$ cat config.mk
export PLATFORM = sky130hd
export DESIGN_NAME = tuner_burst_writer
export DESIGN_NICKNAME = d
export VERILOG_FILES = /design/src/rtl/tbw_pkg.sv /design/src/rtl/tbw_regs.sv /design/src/rtl/tbw_shifter.sv /design/src/rtl/tbw_latch.sv /design/src/rtl/tuner_burst_writer.sv
export SDC_FILE = /design/constraint.sdc
export NUM_CORES = 1
export LEC_CHECK = 0
export BUFFER_PORTS_ARGS = -buffer_cell sky130_fd_sc_hd__buf_2
export CORE_AREA = 2 2 70 72
export DETAILED_ROUTE_END_ITERATION = 12
export DIE_AREA = 0 0 72 74
export PLACE_DENSITY_LB_ADDON = 0.15
export RECOVER_POWER = 50
export SETUP_SLACK_MARGIN = 0.4
export SLEW_MARGIN = 0
export SYNTH_ARGS = -nofsm -noshare
export SYNTH_HDL_FRONTEND = slang
export SYNTH_SLANG_ARGS = --single-unit
export TNS_END_PERCENT = 10
$ cat constraint.sdc
create_clock -name clk -period 2.9 [get_ports clk]
set_clock_uncertainty 0.1 [all_clocks]
set_input_delay 0.435 -clock clk [delete_from_list [all_inputs] [get_ports clk]]
set_output_delay 0.435 -clock clk [all_outputs]
set_load 0.01 [all_outputs]
$ cat src/rtl/tbw_pkg.sv
package tbw_pkg;

    localparam int WORD_BITS = 24;
    localparam int LEN_W     = 5;
    localparam logic [LEN_W-1:0] LEN_RESET = 5'd21;

    localparam int BUSY_BIT  = 7;
    localparam int READY_BIT = 6;
    localparam int TRIG_BIT  = 1;

    typedef enum logic [1:0] {
        ADR_CTRL = 2'd0,
        ADR_LEN  = 2'd1,
        ADR_DATA = 2'd2,
        ADR_NONE = 2'd3
    } reg_addr_e;

    typedef struct packed {
        logic       valid;
        logic [7:0] data;
    } byte_slot_t;

    // limit a programmed length to the 24-bit frame
    function automatic logic [LEN_W-1:0] clamp_len(input logic [LEN_W-1:0] l);
        return (l > LEN_W'(WORD_BITS)) ? LEN_W'(WORD_BITS) : l;
    endfunction

    // number of bits of the next byte that still belong to the word
    function automatic logic [3:0] byte_take(input logic [LEN_W-1:0] eff,
                                             input logic [LEN_W-1:0] sent);
        logic [LEN_W-1:0] rem;
        rem = eff - sent;
        return (rem > LEN_W'(8)) ? 4'd8 : rem[3:0];
    endfunction

endpackage

$ cat src/rtl/tbw_regs.sv
module tbw_regs
    import tbw_pkg::*;
(
    input  logic             clk,
    input  logic             rst,
    input  logic             we,
    input  logic [1:0]       addr,
    input  logic [7:0]       wdata,
    output logic [7:0]       rdata,
    input  logic             pop,
    input  logic             word_done,
    input  logic             shifting,
    output byte_slot_t       slot,
    output logic [LEN_W-1:0] eff_len,
    output logic             new_word,
    output logic             fire
);

    reg_addr_e        a;
    logic             we_ctrl, we_len, we_data, busy;
    logic [LEN_W-1:0] len_q;
    logic             trig_q;
    byte_slot_t       slot_q;

    always_comb begin
        a       = reg_addr_e'(addr);
        we_ctrl = we && (a == ADR_CTRL);
        we_len  = we && (a == ADR_LEN);
        we_data = we && (a == ADR_DATA);
    end

    assign fire     = we_ctrl && trig_q && !wdata[TRIG_BIT];
    assign new_word = fire || we_len;
    assign eff_len  = clamp_len(len_q);
    assign slot     = slot_q;
    assign busy     = shifting || slot_q.valid;

    always_ff @(posedge clk) begin
        if (rst) begin
            len_q  <= LEN_RESET;
            trig_q <= 1'b0;
            slot_q <= '0;
        end else begin
            if (we_len)  len_q  <= wdata[LEN_W-1:0];
            if (we_ctrl) trig_q <= wdata[TRIG_BIT];
            if (pop)     slot_q.valid <= 1'b0;
            if (we_data && !slot_q.valid && !word_done) begin
                slot_q.valid <= 1'b1;
                slot_q.data  <= wdata;
            end
        end
    end

    always_comb begin
        rdata = '0;
        unique case (a)
            ADR_CTRL: begin
                rdata[BUSY_BIT]  = busy;
                rdata[READY_BIT] = !slot_q.valid;
                rdata[TRIG_BIT]  = trig_q;
            end
            ADR_LEN: rdata[LEN_W-1:0] = len_q;
            default: rdata = '0;
        endcase
    end

    // an accepted byte occupies the holding slot on the next cycle
    p_accept_r3: assert property (@(posedge clk) disable iff (rst)
        (we_data && !slot_q.valid && !word_done) |=> slot_q.valid);

    // a write into a full slot leaves the held byte untouched
    p_drop_full_r4: assert property (@(posedge clk) disable iff (rst)
        (we_data && slot_q.valid) |=> $stable(slot_q.data));

endmodule

$ cat src/rtl/tbw_shifter.sv
module tbw_shifter
    import tbw_pkg::*;
#(
    parameter int HALF = 250
) (
    input  logic             clk,
    input  logic             rst,
    input  byte_slot_t       slot,
    input  logic [LEN_W-1:0] eff_len,
    input  logic             new_word,
    output logic             pop,
    output logic             word_done,
    output logic             active,
    output logic             sclk,
    output logic             sdata
);

    localparam int DIV_W = (HALF < 2) ? 1 : $clog2(HALF);

    logic             active_q, sclk_q, tick;
    logic [7:0]       sh_q;
    logic [3:0]       left_q;
    logic [DIV_W-1:0] div_q;
    logic [LEN_W-1:0] sent_q;

    assign word_done = (sent_q >= eff_len);
    assign pop       = !active_q && slot.valid;
    assign tick      = (div_q == DIV_W'(HALF - 1));
    assign active    = active_q;
    assign sclk      = sclk_q;
    assign sdata     = active_q && sh_q[7];

    always_ff @(posedge clk) begin
        if (rst) begin
            active_q <= 1'b0;
            sclk_q   <= 1'b0;
            sh_q     <= '0;
            left_q   <= '0;
            div_q    <= '0;
            sent_q   <= '0;
        end else begin
            if (pop && !word_done) begin
                active_q <= 1'b1;
                sh_q     <= slot.data;
                left_q   <= byte_take(eff_len, sent_q);
                div_q    <= '0;
                sclk_q   <= 1'b0;
            end else if (active_q) begin
                if (tick) begin
                    div_q  <= '0;
                    sclk_q <= !sclk_q;
                    if (sclk_q) begin
                        sh_q   <= {sh_q[6:0], 1'b0};
                        left_q <= left_q - 4'd1;
                        sent_q <= sent_q + LEN_W'(1);
                        if (left_q == 4'd1) active_q <= 1'b0;
                    end
                end else begin
                    div_q <= div_q + DIV_W'(1);
                end
            end
            if (new_word) sent_q <= '0;
        end
    end

    // data holds while the serial clock stays high
    p_sdata_hold_r6: assert property (@(posedge clk) disable iff (rst)
        (sclk_q && $past(sclk_q)) |-> $stable(sdata));

    // the serial clock is low whenever nothing is being shifted
    p_sclk_idle_r6: assert property (@(posedge clk) disable iff (rst)
        !active_q |-> !sclk_q);

endmodule

$ cat src/rtl/tbw_latch.sv
module tbw_latch #(
    parameter int PULSE = 500
) (
    input  logic clk,
    input  logic rst,
    input  logic fire,
    output logic latch
);

    localparam int CW = $clog2(PULSE + 1);

    logic [CW-1:0] cnt_q;

    always_ff @(posedge clk) begin
        if (rst)               cnt_q <= '0;
        else if (fire)         cnt_q <= CW'(PULSE);
        else if (cnt_q != '0)  cnt_q <= cnt_q - CW'(1);
    end

    assign latch = (cnt_q != '0);

    // a firing write raises the strobe on the next cycle
    p_latch_start_r8: assert property (@(posedge clk) disable iff (rst)
        fire |=> latch);

    // the strobe is never a single-cycle glitch
    p_latch_min_r8: assert property (@(posedge clk) disable iff (rst)
        $rose(latch) |=> latch);

endmodule

$ cat src/rtl/tuner_burst_writer.sv
module tuner_burst_writer
    import tbw_pkg::*;
#(
    parameter int CLK_HZ  = 250_000_000,
    parameter int SCLK_HZ = 500_000
) (
    input  logic       clk,
    input  logic       rst,
    input  logic       bus_we,
    input  logic [1:0] bus_addr,
    input  logic [7:0] bus_wdata,
    output logic [7:0] bus_rdata,
    output logic       tw_sclk,
    output logic       tw_sdata,
    output logic       tw_latch
);

    localparam int HALF_RAW = CLK_HZ / (2 * SCLK_HZ);
    localparam int HALF     = (HALF_RAW < 1) ? 1 : HALF_RAW;
    localparam int PULSE    = 2 * HALF;

    byte_slot_t       slot;
    logic [LEN_W-1:0] eff_len;
    logic             new_word, fire, pop, word_done, shifting;

    tbw_regs u_regs (
        .clk       (clk),
        .rst       (rst),
        .we        (bus_we),
        .addr      (bus_addr),
        .wdata     (bus_wdata),
        .rdata     (bus_rdata),
        .pop       (pop),
        .word_done (word_done),
        .shifting  (shifting),
        .slot      (slot),
        .eff_len   (eff_len),
        .new_word  (new_word),
        .fire      (fire)
    );

    tbw_shifter #(.HALF(HALF)) u_shift (
        .clk       (clk),
        .rst       (rst),
        .slot      (slot),
        .eff_len   (eff_len),
        .new_word  (new_word),
        .pop       (pop),
        .word_done (word_done),
        .active    (shifting),
        .sclk      (tw_sclk),
        .sdata     (tw_sdata)
    );

    tbw_latch #(.PULSE(PULSE)) u_latch (
        .clk   (clk),
        .rst   (rst),
        .fire  (fire),
        .latch (tw_latch)
    );

endmodule

==> Word level (Yosys, flattened, before mapping) <==
Cells that the tools add are included.
{ "totals": {"ff_bits": 51, "input_bits": 13, "output_inout_bits": 11} }
{ "classes": {"add_sub_neg": 5, "magnitude_cmp": 3, "eq_ne": 4, "muxes": 24, "n_bitwise": 1, "reduce_logical": 30} }
{ "op_table": {"columns": ["op", "n"], "rows": [
  ["2-to-1 mux 8 bit", 5],
  ["2-to-1 mux 9 bit", 3],
  ["2-to-1 mux 4 bit", 5],
  ["logical AND 1 bit", 10],
  ["nonzero test 2 bit", 5],
  ["nonzero test 9 bit", 1],
  ["subtractor 9 x 1 -> 9 bit (second input constant)", 1],
  ["adder 8 x 1 -> 8 bit (second input constant)", 1],
  ["equality test 8 bit (second input constant)", 1],
  ["2-to-1 mux 1 bit", 7],
  ["OR reduction 2 bit", 3],
  ["adder 5 x 1 -> 5 bit (second input constant)", 1],
  [">= comparator 5 bit", 1],
  ["> comparator 5 x 4 -> 1 bit (second input constant)", 1],
  ["> comparator 5 bit (second input constant)", 1],
  ["logical NOT 1 bit", 5],
  ["2-to-1 mux 5 bit", 1],
  ["subtractor 5 bit", 1],
  ["equality test 4 x 1 -> 1 bit (second input constant)", 1],
  ["AND reduction 4 bit", 1],
  ["subtractor 4 x 1 -> 4 bit (second input constant)", 1],
  ["2-to-1 mux 3 bit", 1],
  ["AND reduction 3 bit", 1],
  ["equality test 2 x 1 -> 1 bit (second input constant)", 1],
  ["7 further kinds", 8]
]} }

==> Longest topological paths before layout <==
{ "depth": {"ltp_word": 7, "mapped_depth": 10} }

==> By module <==
From an unflattened synthesis, not the netlist that was laid out.
{ "unflattened": {"cells_unflattened": 310, "area_unflattened_um2": 2796.4} }
{ "modules_own_cells": {"columns": ["module", "instances", "cells_per_inst", "area_per_inst_um2"], "rows": [
  ["tbw_shifter", 1, 174, 1531.5],
  ["tbw_regs", 1, 84, 783.3],
  ["tbw_latch", 1, 52, 481.7]
]} }

==> Least setup slack after synthesis <==
OpenSTA, ideal clock, no wires.
{ "synth_path": {"kind": "reg2reg", "start": "register u_regs.len_q[4]", "end": "register u_shift.div_q[1]", "setup_time_ps": 138, "t_arrival_ps": 2215, "required_ps": 2662, "setup_slack_ps": 447, "stages_incl_launch_ff": 11, "n_path_buf": 2, "period_less_slack_ps": 2453, "cell_sequence": "dfxtp_1 > nand2_1 > and2_1 > ha_1 > and4_1 > a211oi_1 > o31a_1 > clkbuf_1 > or3_1 > clkbuf_1 > a211oi_1"} }
{ "synth_between": {"elab_chain_cells": 6} }
{ "synth_lines": {"columns": ["item", "line_no", "text"], "rows": [
  ["start, declared", "tbw_regs.sv:21", "logic [LEN_W-1:0] len_q;"],
  ["start signal, assigned", "tbw_regs.sv:44", "if (we_len) len_q <= wdata[LEN_W-1:0];"],
  ["> comparator 5 bit", "tbw_pkg.sv:25", "return (l > LEN_W'(WORD_BITS)) ? LEN_W'(WORD_BITS) : l;"],
  ["2-to-1 mux 5 bit (*)", "tbw_pkg.sv:25", null],
  [">= comparator 5 bit (*)", "tbw_shifter.sv:26", "assign word_done = (sent_q >= eff_len);"],
  ["logical NOT 1 bit (*)", "tbw_shifter.sv:42", "if (pop && !word_done) begin"],
  ["logical AND 1 bit (*)", "tbw_shifter.sv:42", null],
  ["OR reduction 2 bit (no source line) (*)", null, null],
  ["end signal, assigned", "tbw_shifter.sv:59", "div_q <= div_q + DIV_W'(1);"],
  ["end, declared", "tbw_shifter.sv:23", "logic [DIV_W-1:0] div_q;"]
]} }
Every way passes the cells marked *; elsewhere a longest branch is shown, timed or not.
A chain may end at the register's enable or synchronous reset.

==> Final worst setup path <==
{ "layout_path": {"start": "register u_latch.cnt_q[3]", "end": "output port tw_latch"} }
{ "layout_between": {"elab_chain_cells": 1} }
{ "layout_lines": {"columns": ["item", "line_no", "text"], "rows": [
  ["start, declared", "tbw_latch.sv:12", "logic [CW-1:0] cnt_q;"],
  ["start signal, assigned", "tbw_latch.sv:16", "else if (fire) cnt_q <= CW'(PULSE);"],
  ["start signal, assigned", "tbw_latch.sv:17", "else if (cnt_q != '0) cnt_q <= cnt_q - CW'(1);"],
  ["nonzero test 9 bit", "tbw_latch.sv:20", "assign latch = (cnt_q != '0);"],
  ["end, declared", "tuner_burst_writer.sv:15", "output logic tw_latch"]
]} }
No other way between the ends.

==> impl_metrics.csv <==
group,metric,value,unit
critical_path,critPathMaxFanout,6,
clocking,hold_buffers,0,
yosys,synth_top_cells_by_count,"dfxtp_1 (51), nor2_1 (33), a21oi_1 (24)",
clocking,cts_max_level,2,
route,viasPerCell,5.683,
floorplanning,design.die.area,5328,µm²
placement,placed_cells,356,
yosys,syn_area,2542,µm²
placement,numPortBuffers,22,
clocking,cts_tree,"done",
route,drtIter0Drc,98,
clocking,clk_latency,0.30,ns
yosys,async_reset_ff_share,0,%
min_path,hold_class,"primary input to register",
yosys,synth_fp_nets,321,
critical_path,slowest_stage,"or4_2",
pwr,irDropWorstVdd,0.0004087,V
yosys,synth_top_area_share,40.16,%
layout,num-nets-final,337,
global_route,grt_first_pass_wirelength,8390,µm
floorplanning,start_util,55.29,%
floorplanning,rows,25,
global_route,grt-ovfl-total,0,
floorplanning,core,4598,µm²
critical_path,cp.required,2.37,ns
floorplanning,die_w,72,µm
critical_path,worstSetupPathType,"register to output pin",
yosys,synth_ff_type,"dfxtp_1",
global_route,grt_use_total,20.17,%
yosys,synth_area_leaders,"dfxtp_1 (40%), ha_1 (5.9%), nor2_1 (4.9%)",
sta,holdWs,0.2623,ns
layout,syn_to_final_growth,9.301,%
critical_path,cp_data_arrival_time,2.08,ns
route,first_pass_iters,4,
route,wl_met1,2472,µm
sta,fin_setup_tns,0,ns
global_route,grt_antenna_before_repair,0,
route,ant_nets,0,
global_route,grt_max_degree,41,
yosys,synthCells,295,
critical_path,start_kind,"register",
clocking,clk_pin_slew,0.09,ns
yosys,ys_ff_latch,51,
clocking,cts_root_buf,"clkbuf_8",
yosys,yosysTopAreaCell,"dfxtp_1",
yosys,syn_area_per_cell,8.618,µm²
sta,maxSlewViolCount,41,
yosys,ys.warnings.count,0,
status,failed_checks,"max-capacitance violations, max-slew violations",
layout,stdcell_count,366,
sta,rsz0062_at_grt,"true",
placement,dp_hpwl,3526,µm
sta,worst_slew_pin_slew,1.723,ns
sta,setup_ws,0.2823,ns
route,wl_met2,2393,µm
clocking,numClockSinks,51,
layout,num_antenna_cells,0,
sta,setup_viol,0,
route,wl_per_cell,14.05,µm
pwr,p_leak,1.072,nW
clocking,cts_buffer_depth,2,
placement,place.gp.congestion,0.8008,
sta,period_minus_slack,2.618,ns
critical_path,max_stage_delay,0.68,ns
layout,layout-drive-gt1-share,11.86,%
job,cap_violations,1,
sta,fin_crit_sh,90.26,%
yosys,ys_seq_area_share,40.16,%
status,status,"complete, but fails checks",
critical_path,path_cells,"or4_1, or4_2, buf_2",
clocking,cts_buffers,5,
floorplanning,ioPinCount,24,
yosys,ys_types,46,
pwr,p_per_area,557.3,nW/µm²
route,met3_length,214,µm
route,vias,2080,
critical_path,crit_path_end_kind,"output pin",
route,drc,0,
placement,dp_slack,0.2244,ns
sta,fmax,0.3820,GHz
route,dr.max_layer_used,"met4",
route,drt_wl_total,5143,µm
global_route,grt_pass1_vias,1805,
layout,fillers,429,
floorplanning,die_h,74,µm
yosys,synth.most_common_cell,"dfxtp_1",
sta,slew_headroom,-14.86,%
sta,hold_viol_final,0,
yosys,synth_edf_count,0,
[critical path: cells and delay by family, from the launching register on]
kind / cells / cell delay, ns
AND/OR/NAND/NOR: 2 / 1.26
flip-flops: 1 / 0.37
buffers and inverters: 1 / 0.16
[cell usage in the layout, fill, tap and decap left out, types with 4 or more instances in the layout]
master and instances:
buf_2 17, inv_1 11, nand3_1 16, xor2_1 9, clkbuf_1 8, and2_0 5
nor2_1 33, xnor2_1 11, nand2b_1 5, and3_1 4, clkbuf_8 5, dfxtp_1 49
nand4_1 5, a31oi_1 4, a21oi_1 23, nand2_1 23, nor3_1 6, ha_1 12
a22oi_1 7, mux2i_1 9
[flip-flops by register name, indices dropped and copies added, names as in the netlist]
register and flops:
u_shift.sent_q 5, u_shift.sh_q 8, u_shift.div_q 8, u_shift.sclk 1, u_regs.trig_q 1, u_shift.left_q 4
u_shift.active 1, u_latch.cnt_q 9, u_regs.slot 9, u_regs.len_q 5
[kinds of logic after synthesis]
kind of cell    share of synthesized area [%]
simple gates                            24.16
compound gates                          13.83
flops                                   40.16
buf+inv                                 4.577
xor+xnor                                6.890
fa+ha+maj                               6.693
mux                                     3.543
other cells                            0.1475
[path summary, 6_finish.rpt]
check,from,endpoint,slack (ns),cells past startpoint
worst max-delay path,u_latch.cnt_q[3],tw_latch,0.28,3
worst min register to register,u_shift.sh_q[0],u_shift.sh_q[0],0.37,2
worst min-delay path,bus_wdata[6],u_regs.slot[6],0.26,3
worst max register to register,u_latch.cnt_q[3],u_latch.cnt_q[7],0.40,6
[final cells by class]
type | instances | area (µm²) | share of cell area, %
multi-input cells | 216 | 1435 | 51.64
flip-flops and latches | 51 | 1023 | 36.83
repair buffers | 26 | 130.1 | 4.683
clock buffers | 7 | 76.32 | 2.747
well taps | 54 | 67.56 | 2.431
inverters | 11 | 41.29 | 1.486
clock inverters | 1 | 5.005 | 0.1801
[metrics by stage]
step	util [%]	instance area (µm²)	power [mW]
floorplan	-	2542	1.127
global placement	58.01	2668	1.177
detailed placement	58.01	2668	1.187
CTS	60.00	2759	1.583
global route	60.44	2779	1.641
finish	60.44	2779	1.549
[routing by layer]
metal | track usage (%) | up-vias
li1 | - | 1063
met1 | 27.01 | 973
met2 | 32.72 | 37
met3 | 4.201 | 7
met4 | 6.918 | 0
met5 | 0 | -
[where the power goes]
part | leakage [nW] | internal (mW) | total (mW) | switching [mW]
combinational | 0.615 | 0.160 | 0.350 | 0.190
clock | 0.0422 | 0.170 | 0.396 | 0.226
sequential | 0.414 | 0.755 | 0.803 | 0.0478
total | 1.07 | 1.09 | 1.55 | 0.464
[what timing repair did]
item	4_1_cts	5_1_grt
resized for setup	1	9
setup endpoints to repair	27	31
buffers inserted	0	2
pin swaps	0	2
No activity file was read; power rests on OpenSTA's default activity.
